**src/rtl/pgwr_pkg.sv**
```systemverilog
package pgwr_pkg;

  typedef enum logic [2:0] {
    S_IDLE, S_FETCH, S_SETUP, S_WLOW, S_WHIGH, S_OEHI, S_OELO, S_RECOV
  } pgwr_state_e;

  typedef enum logic [1:0] {
    ST_OK       = 2'd0,
    ST_TIMEOUT  = 2'd1,
    ST_UNDERRUN = 2'd2
  } pgwr_status_e;

  function automatic int pgwr_max(input int a, input int b);
    return (a > b) ? a : b;
  endfunction

endpackage

```
**src/rtl/pgwr_phase_timer.sv**
```systemverilog
// Loaded with N-1 on entry to a phase, so the phase lasts exactly N cycles.
module pgwr_phase_timer #(
  parameter int W = 4
) (
  input  logic         clk,
  input  logic         rst,
  input  logic         load,
  input  logic [W-1:0] val,
  output logic         expired
);
  logic [W-1:0] cnt;

  always_ff @(posedge clk) begin
    if (rst)              cnt <= '0;
    else if (load)        cnt <= val;
    else if (cnt != '0)   cnt <= cnt - 1'b1;
  end

  assign expired = (cnt == '0);
endmodule

```
**src/rtl/pgwr_limit_cnt.sv**
```systemverilog
// Counts enabled cycles since the last clear; hit once LIMIT are seen.
module pgwr_limit_cnt #(
  parameter int LIMIT = 16
) (
  input  logic clk,
  input  logic rst,
  input  logic clr,
  input  logic en,
  output logic hit
);
  localparam int CW = $clog2(LIMIT + 1);
  logic [CW-1:0] cnt;

  always_ff @(posedge clk) begin
    if (rst || clr)      cnt <= '0;
    else if (en && !hit) cnt <= cnt + 1'b1;
  end

  assign hit = (cnt == CW'(LIMIT));
endmodule

```
**src/rtl/pgwr_poll_judge.sv**
```systemverilog
// Decides whether one read-back sample ends the programming wait.
module pgwr_poll_judge (
  input  logic       toggle_mode,
  input  logic [1:0] stat,       // [1] = data bit 7, [0] = data bit 6
  input  logic       want_d7,
  input  logic       prev6,
  input  logic       have_prev,
  output logic       complete
);
  always_comb begin
    if (toggle_mode) complete = have_prev && (stat[0] == prev6);
    else             complete = (stat[1] == want_d7);
  end
endmodule

```
**src/rtl/pgwr_host.sv**
```systemverilog
module pgwr_host
  import pgwr_pkg::*;
#(
  parameter int PG_W        = 9,
  parameter int OFS_W       = 6,
  parameter int DATA_W      = 8,
  parameter int SU_CYC      = 2,       // address/data setup before WE falls
  parameter int WL_CYC      = 10,      // WE low width
  parameter int WH_CYC      = 10,      // WE high after each load
  parameter int OEH_CYC     = 16,      // OE high between reads
  parameter int ACC_CYC     = 11,      // OE low before sampling
  parameter int REC_CYC     = 1000,    // wait after completion
  parameter int GAP_CYC     = 2000,    // max FIFO stall inside a page
  parameter int TIMEOUT_CYC = 2000000  // polling limit
) (
  input  logic                     clk,
  input  logic                     rst,
  input  logic                     req_valid,
  output logic                     req_ready,
  input  logic [PG_W-1:0]          req_page,
  input  logic [OFS_W-1:0]         req_ofs,
  input  logic [OFS_W-1:0]         req_len_m1,
  input  logic                     req_toggle,
  input  logic                     fifo_empty,
  input  logic [DATA_W-1:0]        fifo_data,
  output logic                     fifo_pop,
  output logic                     mem_ce_n,
  output logic                     mem_we_n,
  output logic                     mem_oe_n,
  output logic [PG_W+OFS_W-1:0]    mem_addr,
  output logic [DATA_W-1:0]        mem_dout,
  output logic                     mem_dout_en,
  input  logic [1:0]               mem_stat,
  output logic                     done,
  output logic [1:0]               status
);
  localparam int TMAX = pgwr_max(pgwr_max(pgwr_max(SU_CYC, WL_CYC), pgwr_max(WH_CYC, OEH_CYC)),
                                 pgwr_max(ACC_CYC, REC_CYC));
  localparam int TW   = $clog2(TMAX + 1);

  pgwr_state_e     state, nxt;
  pgwr_status_e    st_q;
  logic [OFS_W-1:0] left_q;
  logic            toggle_q, last_d7, prev6, have_prev, loaded_any;
  logic            t_load, t_exp, gap_hit, to_hit, complete, accept, poll_ph;
  logic [TW-1:0]   t_val;

  assign accept  = req_valid && req_ready;
  assign poll_ph = (state == S_OEHI) || (state == S_OELO);

  pgwr_phase_timer #(.W(TW)) u_phase (
    .clk(clk), .rst(rst), .load(t_load), .val(t_val), .expired(t_exp)
  );

  pgwr_limit_cnt #(.LIMIT(GAP_CYC)) u_gap (
    .clk(clk), .rst(rst), .clr(state != S_FETCH),
    .en(fifo_empty && loaded_any), .hit(gap_hit)
  );

  pgwr_limit_cnt #(.LIMIT(TIMEOUT_CYC)) u_tmo (
    .clk(clk), .rst(rst), .clr(!poll_ph), .en(1'b1), .hit(to_hit)
  );

  pgwr_poll_judge u_judge (
    .toggle_mode(toggle_q), .stat(mem_stat), .want_d7(last_d7),
    .prev6(prev6), .have_prev(have_prev), .complete(complete)
  );

  always_comb begin
    nxt = state;
    unique case (state)
      S_IDLE:  if (accept) nxt = S_FETCH;
      S_FETCH: if (!fifo_empty) nxt = S_SETUP;
               else if (gap_hit) nxt = S_OEHI;
      S_SETUP: if (t_exp) nxt = S_WLOW;
      S_WLOW:  if (t_exp) nxt = S_WHIGH;
      S_WHIGH: if (t_exp) nxt = (left_q == '0) ? S_OEHI : S_FETCH;
      S_OEHI:  if (to_hit) nxt = S_RECOV;
               else if (t_exp) nxt = S_OELO;
      S_OELO:  if (t_exp && complete) nxt = S_RECOV;
               else if (to_hit) nxt = S_RECOV;
               else if (t_exp) nxt = S_OEHI;
      S_RECOV: if (t_exp) nxt = S_IDLE;
      default: nxt = S_IDLE;
    endcase
  end

  assign t_load = (nxt != state);

  always_comb begin
    unique case (nxt)
      S_SETUP: t_val = TW'(SU_CYC - 1);
      S_WLOW:  t_val = TW'(WL_CYC - 1);
      S_WHIGH: t_val = TW'(WH_CYC - 1);
      S_OEHI:  t_val = TW'(OEH_CYC - 1);
      S_OELO:  t_val = TW'(ACC_CYC - 1);
      S_RECOV: t_val = TW'(REC_CYC - 1);
      default: t_val = '0;
    endcase
  end

  always_ff @(posedge clk) begin
    if (rst) begin
      state       <= S_IDLE;
      st_q        <= ST_OK;
      req_ready   <= 1'b1;
      fifo_pop    <= 1'b0;
      mem_ce_n    <= 1'b1;
      mem_we_n    <= 1'b1;
      mem_oe_n    <= 1'b1;
      mem_addr    <= '0;
      mem_dout    <= '0;
      mem_dout_en <= 1'b0;
      done        <= 1'b0;
      status      <= ST_OK;
      left_q      <= '0;
      toggle_q    <= 1'b0;
      last_d7     <= 1'b0;
      prev6       <= 1'b0;
      have_prev   <= 1'b0;
      loaded_any  <= 1'b0;
    end else begin
      state    <= nxt;
      done     <= 1'b0;
      fifo_pop <= 1'b0;
      unique case (state)
        S_IDLE: if (accept) begin
          req_ready  <= 1'b0;
          mem_ce_n   <= 1'b0;
          mem_addr   <= {req_page, req_ofs};
          left_q     <= req_len_m1;
          toggle_q   <= req_toggle;
          loaded_any <= 1'b0;
          have_prev  <= 1'b0;
          st_q       <= ST_OK;
        end
        S_FETCH: if (!fifo_empty) begin
          fifo_pop    <= 1'b1;
          mem_dout    <= fifo_data;
          mem_dout_en <= 1'b1;
          last_d7     <= fifo_data[DATA_W-1];
          loaded_any  <= 1'b1;
          // offset advances only between bytes, so the poll address stays on the last one
          if (loaded_any) mem_addr[OFS_W-1:0] <= mem_addr[OFS_W-1:0] + 1'b1;
        end else if (gap_hit) begin
          st_q        <= ST_UNDERRUN;
          mem_dout_en <= 1'b0;
          have_prev   <= 1'b0;
        end
        S_SETUP: if (t_exp) mem_we_n <= 1'b0;
        S_WLOW:  if (t_exp) mem_we_n <= 1'b1;
        S_WHIGH: if (t_exp) begin
          if (left_q == '0) begin
            mem_dout_en <= 1'b0;
            have_prev   <= 1'b0;
          end else begin
            left_q <= left_q - 1'b1;
          end
        end
        S_OEHI: begin
          if (to_hit) st_q <= ST_TIMEOUT;
          else if (t_exp) mem_oe_n <= 1'b0;
        end
        S_OELO: begin
          if (t_exp || to_hit) mem_oe_n <= 1'b1;
          if (t_exp) begin
            prev6     <= mem_stat[0];
            have_prev <= 1'b1;
          end
          if (!(t_exp && complete) && to_hit) st_q <= ST_TIMEOUT;
        end
        S_RECOV: if (t_exp) begin
          done      <= 1'b1;
          status    <= st_q;
          req_ready <= 1'b1;
          mem_ce_n  <= 1'b1;
        end
        default: ;
      endcase
    end
  end
endmodule

```
**config.mk**
```make
export PLATFORM = sky130hd
export DESIGN_NAME = pgwr_host
export DESIGN_NICKNAME = d
export VERILOG_FILES = /design/src/rtl/pgwr_pkg.sv /design/src/rtl/pgwr_phase_timer.sv /design/src/rtl/pgwr_limit_cnt.sv /design/src/rtl/pgwr_poll_judge.sv /design/src/rtl/pgwr_host.sv
export SDC_FILE = /design/constraint.sdc
export NUM_CORES = 1
export LEC_CHECK = 0
export CAP_MARGIN = 20
export CORE_ASPECT_RATIO = 1.4
export CORE_MARGIN = 2
export CORE_UTILIZATION = 30
export CTS_CLUSTER_DIAMETER = 200
export CTS_CLUSTER_SIZE = 16
export DETAILED_ROUTE_END_ITERATION = 7
export SETUP_SLACK_MARGIN = 0.05
export SLEW_MARGIN = 0
export SYNTH_ARGS = -nofsm -noshare
export SYNTH_HDL_FRONTEND = slang
export SYNTH_SLANG_ARGS = --single-unit
```
**constraint.sdc**
```tcl
create_clock -name clk -period 3.29 [get_ports clk]
set_input_delay 0.4935 -clock clk [delete_from_list [all_inputs] [get_ports clk]]
set_output_delay 0.4935 -clock clk [all_outputs]
set_load 0.02 [all_outputs]
```
* Word-level counts from Yosys, hierarchy flattened
Cells that the tools add are included.
** Word-level totals
- Bits in registers :: 89
- Output and inout bits :: 32
- Word-level logic and storage cells :: 159
- Input bits :: 36
** Cells by class
- $add $sub $neg :: 5
- Reduce and logical (&&, ||, !) cells :: 42
- Equal/unequal tests :: 37
- Bitwise operators :: 3
- Mux-type cells :: 51
** Operators by type and width (count)
- $pmux W10 S5 :: 1
- $mux W3 :: 13
- $mux W6 :: 6
- $ne A2 B2 Y1 const B :: 14
- $eq A3 B3 Y1 const B :: 8
- $pmux W3 S8 :: 1
- $pmux W6 S2 :: 2
- $add A21 B1 Y21 const B :: 1
- $eq A21 B21 Y1 const B :: 1
- $mux W10 :: 2
- $reduce_and A4 Y1 :: 4
- $mux W1 :: 14
- $reduce_bool A2 Y1 :: 7
- $eq A3 B2 Y1 const B :: 4
- $add A11 B1 Y11 const B :: 1
- $eq A11 B11 Y1 const B :: 1
- $logic_not A10 Y1 :: 1
- $mux W2 :: 5
- $pmux W1 S2 :: 5
- $reduce_bool A10 Y1 :: 1
- $sub A10 B1 Y10 const B :: 1
- $reduce_and A3 Y1 :: 3
- $pmux W2 S4 :: 1
- $reduce_and A2 Y1 :: 4
- other kinds (19) :: 37

* Depth between registers and ports, before layout
Gate-level depths: netlist of run 1.
- Word-level depth :: 10
- Depth in mapped cells :: 11
- Gate-level depth less buffers :: 9

* By module
Synthesis of run 1 repeated with hierarchy kept, for this count alone.
** Second synthesis, totals
- Cell total of the unflattened synthesis :: 581
- Area, all modules :: 4710.8 µm²
** By module, submodules not included
- pgwr_host :: seq. area each 920.9 µm², area an instance 2472.4 µm², cells each 317, times used 1
- pgwr_limit_cnt at u_tmo :: seq. area each 420.4 µm², area an instance 1033.5 µm², cells each 121, times used 1
- pgwr_phase_timer :: seq. area each 200.2 µm², area an instance 613.1 µm², cells each 73, times used 1
- pgwr_limit_cnt at u_gap :: seq. area each 220.2 µm², area an instance 564.3 µm², cells each 66, times used 1
- pgwr_poll_judge :: seq. area each 0.0 µm², area an instance 27.5 µm², cells each 4, times used 1

* Worst setup path after synthesis of run 1
Ideal clock, no wire load.
- Kind :: register to register
- From :: reg u_phase.cnt[0]
- To :: reg u_phase.cnt[0]
- Cell stages (with the launch flop) :: 10
- Data arrival time :: 2.171 ns
- Library setup time :: 0.130 ns
- Path buffers :: 0
- Path slack :: 0.989 ns
- Required time :: 3.160 ns
- Clock period less this slack :: 2.301 ns
- Path through :: dfxtp_1 > inv_1 > ha_1 > or4b_1 > nor3_4 > nand2_1 > o2111ai_2 > a211oi_2 > o41ai_1 > a211oi_1
** On the way
- Cells in the longest elaborated chain, start to end :: 9
- Elaborated cells on any way between the ends :: 26
- Classes of those cells :: add/sub: 1; eq/ne: 7; mux: 13; reduce/logical: 5
** Ends and longest elaborated chain
- from (decl) :: line pgwr_phase_timer.sv:11 : logic [W-1:0] cnt;
- from (signal assigned) :: line pgwr_phase_timer.sv:15 : else if (load) cnt <= val;
- from (signal assigned) :: line pgwr_phase_timer.sv:16 : else if (cnt != '0) cnt <= cnt - 1'b1;
- $logic_not A10 Y1 :: line pgwr_phase_timer.sv:19 : assign expired = (cnt == '0);
- $mux W3 :: line pgwr_host.sv:82 : else if (t_exp) nxt = S_OEHI;
- $mux W3 :: line pgwr_host.sv:81 : else if (to_hit) nxt = S_RECOV;
- $mux W3 :: line pgwr_host.sv:80 : S_OELO: if (t_exp && complete) nxt = S_RECOV;
- $pmux W3 S8 :: line pgwr_host.sv:71 : unique case (state)
- $eq A3 B3 Y1 or $eq A3 B2 Y1 (tied branches) :: line pgwr_host.sv:91 : unique case (nxt)
- $reduce_or A2 Y1 (no source line)
- $pmux W10 S5 :: line pgwr_host.sv:91
- $mux W10 :: line pgwr_phase_timer.sv:15
Parallel ways exist; a longest one is shown, timed or not. The select of a mux whose other input is x is not followed.
A chain may end at the register's enable or synchronous reset.

* Worst setup path in the final report of run 1
Same ends and word-level chain as after synthesis.

==> reports/metrics.csv, run 1 <==
stage,metric,value,unit
status,status,"finished, final reports clean",
clock_network,post_cts_buffers,0,
critical_path,worstPathRequired,3500,ps
final_layout,antenna_cells,0,
clock_network,root_buffer,clkbuf_16,
power_and_ir_drop,power.total,4.116,mW
final_layout,nets,643,
timing,fin_setup_tns,0,ps
clock_network,insertion_delay,340,ps
final_layout,fillCellCount,1388,
place,dpl.hpwl,8005,um
critical_path,crit_type,reg2reg,
timing,hold_viol_final,0,
power_and_ir_drop,power.share.clock,24.6,%
place,dp_cells,773,
timing,fin_hold_ws,454.9,ps
timing,fin_worst_skew,10.09,ps
die,rows,51,
place,portBuffers,67,
clock_network,ctsResizeCount,0,
grt,grt_pass1_wl,18310,um
power_and_ir_drop,seq_power_share,34.3,%
final_layout,stdcell_count,788,
synthesis,ys_seq_area_share,40.76,%
die,start_util,30.92,%
critical_path,cp_num_buf_inv,2,
grt,track_usage,14.31,%
synthesis,ys_top_cells_by_area,"dfxtp_1 (41%), nand2_1 (7.8%), a21oi_1 (6.6%), xor2_1 (5.3%), nor2_1 (5.0%)",
die,core-area,13970,um2
synthesis,ys_seq_elements,88,
synthesis,ys_warn_count,0,
synthesis,synth_edf_count,0,
drt,vias_per_cell,5.041,
drt,dr.pass1.iters,5,
drt,route.detailed.drc,0,
critical_path,crit_path_cell_trace,inv_1 > ha_1 > or4b_1 > nor3_4 > nand2_1 > o2111ai_2 > a211oi_2 > buf_4 > o41ai_1 > a211oi_1,
timing,setup_viol,0,
die,dieArea,15390,um2
power_and_ir_drop,p_int,2.501,mW
power_and_ir_drop,ir_drop,340.7,uV
grt,grtUsageMet2,25.97,%
synthesis,syn_inst,539,
synthesis,synth_nets,583,
power_and_ir_drop,p_sw_share,39.24,%
die,die_x,105.4,um
clock_network,cts_tree,built,
synthesis,ys.flop_type,dfxtp_1,
power_and_ir_drop,combPwrFrac,41.1,%
critical_path,critPathSlowestCell,or4b_1,
drt,route.antenna.remaining_nets,0,
power_and_ir_drop,p_sw,1.615,mW
synthesis,synth.distinct_cells,60,
final_layout,area_growth,26.17,%
clock_network,cts-buffers-inserted,9,
timing,drv_slew,0,
timing,fin_ws,419.3,ps
critical_path,cp_max_fo,12,
synthesis,yosys.area.top_type,dfxtp_1,
clock_network,clock_path_buffers,2,
grt,use_met3,2.411,%
grt,antenna_found_initial,0,
power_and_ir_drop,p_leak,1.883,nW
drt,vias,3972,
critical_path,crit_path_start_kind,flop,
run,drv_cap,0,
grt,use_met1,16.49,%
critical_path,critical_path.top_delay_family,simple AND/OR/NAND/NOR gates,
place,gp_congestion,0.8692,
die,dieHeight,146.0,um
clock_network,htreeDepth,3,
timing,period_needed,2871,ps
drt,drt-initial-drc-count,185,
grt,grt_pass1_vias,3852,
timing,max_freq,348.3,MHz
grt,grt_max_degree,33,
grt,top_usage_layer,met2,
timing,fin_crit_sh,87.25,%
critical_path,cpPeakStageDelay,520,ps
final_layout,drive_gt1_share,6.633,%
grt,gr-total-overflow,0,
synthesis,synth_area,4322,um2
timing,slew_headroom,54.12,%
clock_network,cts.sinks,88,
synthesis,yosys.area.top_type_share,40.76,%
final_layout,final_cell_mix,"nand2_1 (90), dfxtp_1 (88), clkdlybuf4s50_1 (66)",
timing,tightest_slew,687.3,ps
drt,finalWirelength,10810,um
synthesis,syn_area_per_cell,8.018,um2
place,post-place-ws,489.2,ps
critical_path,cp.arrival,3080,ps
timing,rsz0062_at_grt,false,
drt,wl_per_cell,13.72,um
clock_network,ctsHoldBuffers,0,
final_layout,layout.cells.most_common,nand2_1,
die,io_pins,68,
power_and_ir_drop,power.density,754.8,nW/um2
hold_path,hp-class,reg2reg,
clock_network,path_clk_slew,60,ps
synthesis,async_flop_share,0,%
critical_path,critPathCaptureType,flop,
[logic make-up (layout without fill, tap and decap cells)]
logic type | count (synthesis) | after routing | share of synthesized area, %
xor gates and xnor gates | 35 | 35 | 7.093
AOI/OAI and AO/OA | 123 | 123 | 17.86
DFF | 88 | 88 | 40.76
muxes | 2 | 2 | 0.4632
adders and majority gates | 8 | 8 | 2.316
buffers and inverters | 38 | 102 | 3.850
and+or+nand+nor | 245 | 245 | 27.65
[sequential cells by signal (all words and copies together), names as in the netlist, 2 cells and up]
| name | count |
|---|---|
| mem_dout | 7 |
| u_gap.cnt | 11 |
| st_q | 2 |
| u_phase.cnt | 10 |
| status | 2 |
| u_tmo.cnt | 21 |
| state | 3 |
| left_q | 6 |
| mem_addr | 15 |
[per-layer routing]
metal	part of all wire, %	routed length (um)
met1	42	4507
met2	54	5831
met3	2.6	278
met4	1.8	196
met5	0	0
[area by class of cell]
type	instances	area, um2	area share [%]
Multi-Input combinational cell	413	2399	43.99
Timing Repair Buffer	74	718.2	13.17
Clock buffer	9	225.2	4.130
Sequential cell	88	1762	32.31
Clock inverter	6	68.82	1.262
Inverter	13	48.80	0.8949
Tap cell	185	231.5	4.245
[synth_stat cells, types with 4 or more instances]
cell	number
o21ai_0	25
a21oi_1	57
or3_1	8
a211oi_1	4
nor2_1	58
nor3_1	11
and3_1	7
o31ai_1	6
nand4_1	10
nand2_1	90
nand3_1	23
xor2_1	26
nand2b_1	4
dfxtp_1	88
or2_2	4
ha_1	8
xnor2_1	9
a22oi_1	4
clkbuf_1	19
inv_1	13
[tightest hold or removal path: cells and delay by family, from the launching register on]
kind / cells / cell delay [ps]
DFF: 1 / 310
AOI/OAI and AO/OA: 1 / 50
and+or+nand+nor: 1 / 50
[power by group through the flow]
stage	Clock, mW	Sequential, mW	Combinational, mW
after global placement	0	1.43	1.65
after detailed placement	0	1.43	1.68
after CTS	1.04	1.41	1.69
after floorplan	0	1.42	1.20
after global routing	1.08	1.44	1.87
final	1.01	1.41	1.69
[final timing paths]
kind	from	end	slack, ps	depth (start not counted)
worst max-delay path	u_phase.cnt[0]$_SDFFE_PP0P_	u_phase.cnt[0]$_SDFFE_PP0P_	420	10
worst min-delay path	mem_dout[3]$_SDFFE_PP0P_	mem_dout[3]$_SDFFE_PP0P_	450	2
worst max register to register	u_phase.cnt[0]$_SDFFE_PP0P_	u_phase.cnt[0]$_SDFFE_PP0P_	420	10
worst min register to register	mem_dout[3]$_SDFFE_PP0P_	mem_dout[3]$_SDFFE_PP0P_	450	2
[through the flow]
stage	utilization, %	area (um2)
2_1_floorplan	-	4322
3_3_place_gp	36.91	5159
3_5_place_dp	36.91	5159
4_1_cts	39.02	5453
5_1_grt	39.02	5453
6_report	39.02	5453
Note: power is estimated with default switching activity, not from simulation.
==> run 2, diff against run 1 <==
--- a/config.mk
+++ b/config.mk
@@ -5,6 +5,7 @@
 export SDC_FILE = /design/constraint.sdc
 export NUM_CORES = 1
 export LEC_CHECK = 0
+export ABC_CLOCK_PERIOD_IN_PS = 3290
 export CAP_MARGIN = 20
 export CORE_ASPECT_RATIO = 1.4
 export CORE_MARGIN = 2
@@ -16,4 +17,5 @@
 export SLEW_MARGIN = 0
 export SYNTH_ARGS = -nofsm -noshare
 export SYNTH_HDL_FRONTEND = slang
+export SYNTH_HIERARCHICAL = 1
 export SYNTH_SLANG_ARGS = --single-unit
==> reports/metrics.csv, run 2 <==
stage,metric,value,unit
critical_path,critPathSlowestCell,or4b_4,
run,drv_cap,0,
hold_path,hp-class,reg2reg,
critical_path,cp_max_fo,17,
drt,route.antenna.remaining_nets,0,
power_and_ir_drop,p_int,2.350,mW
grt,grt_pass1_wl,20330,um
final_layout,drive_gt1_share,10.23,%
timing,max_freq,326.3,MHz
synthesis,synth_area,4711,um2
critical_path,worstPathRequired,3530,ps
critical_path,crit_path_start_kind,flop,
critical_path,cp.arrival,3310,ps
drt,wl_per_cell,13.72,um
final_layout,final_area,5887,um2
clock_network,root_buffer,clkbuf_16,
die,start_util,30.45,%
timing,fin_worst_skew,7.562,ps
grt,antenna_found_initial,0,
clock_network,insertion_delay,340,ps
power_and_ir_drop,power.share.clock,28.3,%
die,io_pins,68,
synthesis,ys_seq_elements,88,
grt,track_usage,14.80,%
clock_network,ctsHoldBuffers,0,
grt,grt_max_degree,31,
critical_path,crit_type,reg2reg,
timing,drv_slew,0,
synthesis,ys_seq_area_share,37.40,%
final_layout,area_growth,24.97,%
drt,vias,4350,
place,gp_congestion,0.8705,
drt,vias_per_cell,5.112,
final_layout,largest_reg_flops,21,
timing,fin_setup_tns,0,ps
clock_network,cts.sinks,88,
final_layout,antenna_cells,0,
power_and_ir_drop,seq_power_share,35.9,%
timing,slew_headroom,52.11,%
timing,setup_viol,0,
final_layout,regMostFlops,u_tmo/cnt,
power_and_ir_drop,p_sw,1.307,mW
die,rows,54,
synthesis,synth_top_cells_by_count,"dfxtp_1 (88), nand2_1 (86), nor2_1 (66)",
place,placed_cell_area,5585,um2
synthesis,synth_edf_count,0,
drt,finalWirelength,11670,um
drt,route.detailed.drc,0,
die,core-area,15470,um2
die,die_x,109.9,um
die,dieHeight,152.3,um
clock_network,clock_path_buffers,2,
final_layout,final_cell_mix,"dfxtp_1 (88), nand2_1 (86), clkdlybuf4s50_1 (66)",
synthesis,ys.flop_type,dfxtp_1,
die,dieArea,16740,um2
clock_network,cts-buffers-inserted,9,
final_layout,layout.cells.most_common,dfxtp_1,
synthesis,syn_inst,581,
synthesis,yosys.area.top_type,dfxtp_1,
drt,dr.pass1.iters,4,
clock_network,path_clk_slew,70,ps
final_layout,nets,695,
timing,rsz0062_at_grt,true,
synthesis,synth.most_common_cell,dfxtp_1,
synthesis,yosys.area.top_type_share,37.40,%
power_and_ir_drop,p_sw_share,35.73,%
final_layout,top_regs,"u_tmo/cnt: 21 flops, mem_addr: 15 flops, u_gap/cnt: 11 flops",
synthesis,ys_warn_count,6,
synthesis,syn_area_per_cell,8.108,um2
synthesis,async_flop_share,0,%
grt,grt_pass1_vias,4319,
place,dpl.hpwl,8494,um
critical_path,cpMostUsedCell,buf_4,
clock_network,cts_tree,built,
critical_path,cpPeakStageDelay,530,ps
timing,fin_crit_sh,93.14,%
status,status,"finished, final reports clean",
grt,gr-total-overflow,0,
power_and_ir_drop,power.density,621.2,nW/um2
clock_network,htreeDepth,3,
synthesis,synth.distinct_cells,79,
power_and_ir_drop,p_leak,2.022,nW
place,portBuffers,67,
timing,period_needed,3064,ps
timing,hold_viol_final,0,
power_and_ir_drop,combPwrFrac,35.8,%
power_and_ir_drop,ir_drop,281.7,uV
drt,drt-initial-drc-count,200,
synthesis,ys_top_cells_by_area,"dfxtp_1 (37%), nand2_1 (6.9%), a21oi_1 (5.3%), nor2_1 (5.3%), xor2_1 (3.3%)",
critical_path,crit_path_cell_trace,inv_1 > ha_1 > or4b_4 > nor3_4 > buf_4 > nor3b_1 > o21bai_1 > o211ai_2 > a211oi_1 > or4_4 > buf_4 > a21oi_1 > a221oi_1,
timing,tightest_slew,711.8,ps
critical_path,critPathCaptureType,flop,
[run 2: changes by cell type in the layout (fill, tap and decap cells not counted), moves of 5 or more]
cell / delta
buf_4: +10
xor2_1: -8
nor2_1: +7
o21ai_0: -13
o21ai_1: +7
a21oi_1: -7
conb_1: +8
nand3_1: -5
nand4_1: +7
[run 2: final cells by class]
type / count / area [um2]
Multi-Input combinational cell: 451 / 2728
Tap cell: 196 / 245.2
Timing Repair Buffer: 84 / 793.3
Inverter: 17 / 63.81
Clock inverter: 6 / 70.07
Clock buffer: 9 / 225.2
Sequential cell: 88 / 1762
Fill cell: 1548 / 9585
[run 2: per-layer routing]
metal	GRT usage [%]	vias to the layer above	routed length, um	part of all wire, %
met2	24.19	103	5852	50
li1	-	2176	-	-
met3	4.063	18	522	4.5
met5	0	-	0	0
met1	17.96	2053	5002	43
met4	6.209	0	295	2.5
[run 2: cells by family (layout without fill, tap and decap cells)]
logic type	count (synthesis)	after routing	synth area share, %
other	2	8	0.1594
and+or+nand+nor	275	275	30.86
buffers and inverters	48	116	5.312
muxes	5	5	1.116
adders and majority gates	8	8	2.125
DFF	88	88	37.40
AOI/OAI and AO/OA	128	128	18.01
xor gates and xnor gates	27	27	5.020
[run 2: stage by stage]
step | util (%) | setup WS [ps] | hold WS (ps) | power (mW) | std cells
floorplan | - | 74.79 | 449.6 | 2.275 | 587
global placement | 36.10 | 196.2 | 442.5 | 2.595 | 836
detailed placement | 36.10 | 106.3 | 446.6 | 2.629 | 836
CTS | 38.01 | 93.59 | 456.4 | 3.681 | 851
global route | 38.05 | 28.21 | 475.1 | 3.898 | 851
finish | 38.05 | 225.6 | 453.9 | 3.657 | 851
[run 2: worst paths after layout]
check                              startpoint  cells past startpoint  slack [ps]                           to
setup / recovery  u_phase/cnt[0]$_SDFFE_PP0P_                     13         230  u_phase/cnt[4]$_SDFFE_PP0P_
hold / removal       mem_addr[6]$_SDFFE_PP0P_                      2         450     mem_addr[6]$_SDFFE_PP0P_
setup reg to reg  u_phase/cnt[0]$_SDFFE_PP0P_                     13         230  u_phase/cnt[4]$_SDFFE_PP0P_
hold reg to reg      mem_addr[6]$_SDFFE_PP0P_                      2         450     mem_addr[6]$_SDFFE_PP0P_
[run 2: repair_timing]
action | 4_1_cts | 5_1_grt
resized for setup | 0 | 2
setup buffers | 0 | 0
endpoints found under the setup margin | 0 | 10
[run 2: power by group through the flow]
stage                     Sequential, mW  Combinational, mW  Clock, mW
after global routing                1.33               1.45       1.12
after floorplan                     1.34              0.935          0
after CTS                           1.31               1.30       1.07
after global placement              1.32               1.27          0
final                               1.31               1.31       1.04
after detailed placement            1.33               1.30          0
[run 2: critical path: cells and delay by family (launching register included)]
kind | cells | cell delay, ps
AO/OA/AOI/OAI | 5 | 890
adder cells (fa/ha/maj) | 1 | 160
buffers and inverters | 3 | 500
flip-flops | 1 | 340
AND/OR/NAND/NOR | 4 | 1080
==> run 3, diff against run 2 <==
--- a/config.mk
+++ b/config.mk
@@ -13,6 +13,7 @@
 export CTS_CLUSTER_DIAMETER = 200
 export CTS_CLUSTER_SIZE = 16
 export DETAILED_ROUTE_END_ITERATION = 7
+export PLACE_DENSITY = 0.55
 export SETUP_SLACK_MARGIN = 0.05
 export SLEW_MARGIN = 0
 export SYNTH_ARGS = -nofsm -noshare
==> constraint.sdc (replaced) <==
create_clock -name clk -period 3.29 [get_ports clk]
set_input_delay 0.658 -clock clk [delete_from_list [all_inputs] [get_ports clk]]
set_output_delay 0.658 -clock clk [all_outputs]
set_load 0.02 [all_outputs]
==> reports/metrics.csv, run 3 (synthesis results as in run 2) <==
stage,metric,value,unit
critical_path,critical_path.top_delay_family,simple AND/OR/NAND/NOR gates,
final_layout,nets,702,
final_layout,fillCellCount,1595,
place,portBuffers,67,
drt,wl_per_cell,14.07,um
clock_network,htreeDepth,3,
die,rows,54,
critical_path,cp_max_fo,5,
timing,max_freq,323.9,MHz
timing,fin_crit_sh,93.84,%
drt,dr.pass1.iters,4,
timing,fin_worst_skew,8.959,ps
final_layout,drive_gt1_share,11.04,%
critical_path,critPathCaptureType,flop,
grt,antenna_found_initial,0,
power_and_ir_drop,p_leak,2.075,nW
final_layout,layout.cells.most_common,dfxtp_1,
clock_network,cts.sinks,88,
grt,track_usage,15.14,%
timing,period_needed,3087,ps
die,dieArea,16740,um2
grt,grt_max_degree,24,
critical_path,crit_path_cell_trace,inv_1 > ha_2 > or4b_4 > nor3_4 > buf_6 > nand2b_4 > a211o_1 > nand3_4 > nor2_2 > or4_4 > or4_1 > o211ai_1,
critical_path,crit_type,reg2reg,
drt,finalWirelength,12060,um
timing,rsz0062_at_grt,false,
die,io_pins,68,
timing,hold_viol_final,0,
critical_path,crit_path_start_kind,flop,
clock_network,cts-buffers-inserted,9,
timing,fin_hold_ws,454.3,ps
die,start_util,30.45,%
drt,vias_per_cell,5.139,
final_layout,area_growth,26.53,%
timing,setup_viol,0,
power_and_ir_drop,ir_drop,275.2,uV
power_and_ir_drop,power.density,640.5,nW/um2
final_layout,top_regs,"u_tmo/cnt: 21 flops, mem_addr: 15 flops, u_gap/cnt: 11 flops",
critical_path,critPathSlowestCell,or4_1,
die,dieHeight,152.3,um
clock_network,root_buffer,clkbuf_16,
drt,drt-initial-drc-count,224,
run,drv_cap,0,
final_layout,largest_reg_flops,21,
power_and_ir_drop,power.total,3.818,mW
status,status,"finished, final reports clean",
drt,route.detailed.drc,0,
die,die_x,109.9,um
drt,vias,4404,
clock_network,path_clk_slew,70,ps
clock_network,ctsHoldBuffers,0,
final_layout,final_cell_mix,"dfxtp_1 (88), nand2_1 (86), nor2_1 (66), clkdlybuf4s50_1 (66), a21oi_1 (50)",
grt,gr-total-overflow,0,
hold_path,hp-class,reg2reg,
grt,grt_pass1_wl,20290,um
drt,route.antenna.remaining_nets,0,
timing,drv_slew,0,
critical_path,cp.arrival,3360,ps
final_layout,regMostFlops,u_tmo/cnt,
critical_path,cpPeakStageDelay,520,ps
final_layout,final_util,38.53,%
place,dpl.hpwl,8860,um
timing,slew_headroom,51.26,%
timing,tightest_slew,724.4,ps
final_layout,antenna_cells,0,
critical_path,cp_num_buf_inv,2,
place,gp_congestion,0.8210,
grt,grt_pass1_vias,4323,
die,core-area,15470,um2
critical_path,worstPathRequired,3560,ps
clock_network,clock_path_buffers,2,
clock_network,insertion_delay,350,ps
clock_network,cts_tree,built,
## run 3: cell types whose count changed in the layout (fill, tap and decap cells not counted), sizes merged
cell,delta
buf,+6
clkinvlp,-3
bufinv,+1
clkinv,+1
or4,+1
## run 3: report_power, final
part	internal, mW	total (mW)	switching [mW]
combinational	0.659	1.42	0.757
clock	0.659	1.09	0.433
sequential	1.18	1.31	0.131
## run 3: path summary, 6_finish.rpt
| check | startpoint | to | slack (ps) | depth (start not counted) |
|---|---|---|---|---|
| worst min register to register | mem_addr[9]$_SDFFE_PP0P_ | mem_addr[9]$_SDFFE_PP0P_ | 450 | 2 |
| worst min-delay path | mem_addr[9]$_SDFFE_PP0P_ | mem_addr[9]$_SDFFE_PP0P_ | 450 | 2 |
| worst max register to register | u_phase/cnt[0]$_SDFFE_PP0P_ | u_phase/cnt[0]$_SDFFE_PP0P_ | 200 | 12 |
| worst max-delay path | u_phase/cnt[0]$_SDFFE_PP0P_ | u_phase/cnt[0]$_SDFFE_PP0P_ | 200 | 12 |
## run 3: metrics by stage
stage	setup slack, ps	setup TNS, ps	area [um2]	std cells
global route	54.07	0	5961	857
CTS	70.44	0	5912	852
finish	202.8	0	5961	857
floorplan	74.79	0	4733	587
detailed placement	-20.39	-20.39	5600	838
global placement	49.28	0	5600	838
## run 3: timing repair
action / 4_1_cts / 5_1_grt
endpoints found under the setup margin: 4 / 10
buffers inserted: 0 / 4
pin swaps: 0 / 3
gates resized for setup: 1 / 3
endpoints found under the hold margin: 0 / 0
gates cloned: 0 / 1
## run 3: worst reg2reg max path, cell delays in order (launching register included)
cell	delay, ps
dfxtp_1	330
inv_1	80
ha_2	200
or4b_4	510
nor3_4	220
buf_6	150
nand2b_4	50
a211o_1	260
nand3_4	70
nor2_2	40
or4_4	460
or4_1	520
o211ai_1	110
## run 3: cell type report
| cell class | count | area [um2] | area share [%] |
|---|---|---|---|
| Inverter | 17 | 63.81 | 1.071 |
| Clock inverter | 5 | 82.58 | 1.385 |
| Sequential cell | 88 | 1762 | 29.55 |
| Multi-Input combinational cell | 452 | 2736 | 45.91 |
| Timing Repair Buffer | 90 | 845.8 | 14.19 |
| Tap cell | 196 | 245.2 | 4.114 |
| Clock buffer | 9 | 225.2 | 3.778 |
## run 3: per-layer routing
metal  global-route usage, %  routed length, um
met4                   7.535                320
met2                   25.56               6208
met1                   17.56               5112
met3                   3.464                415
met5                       0                  0
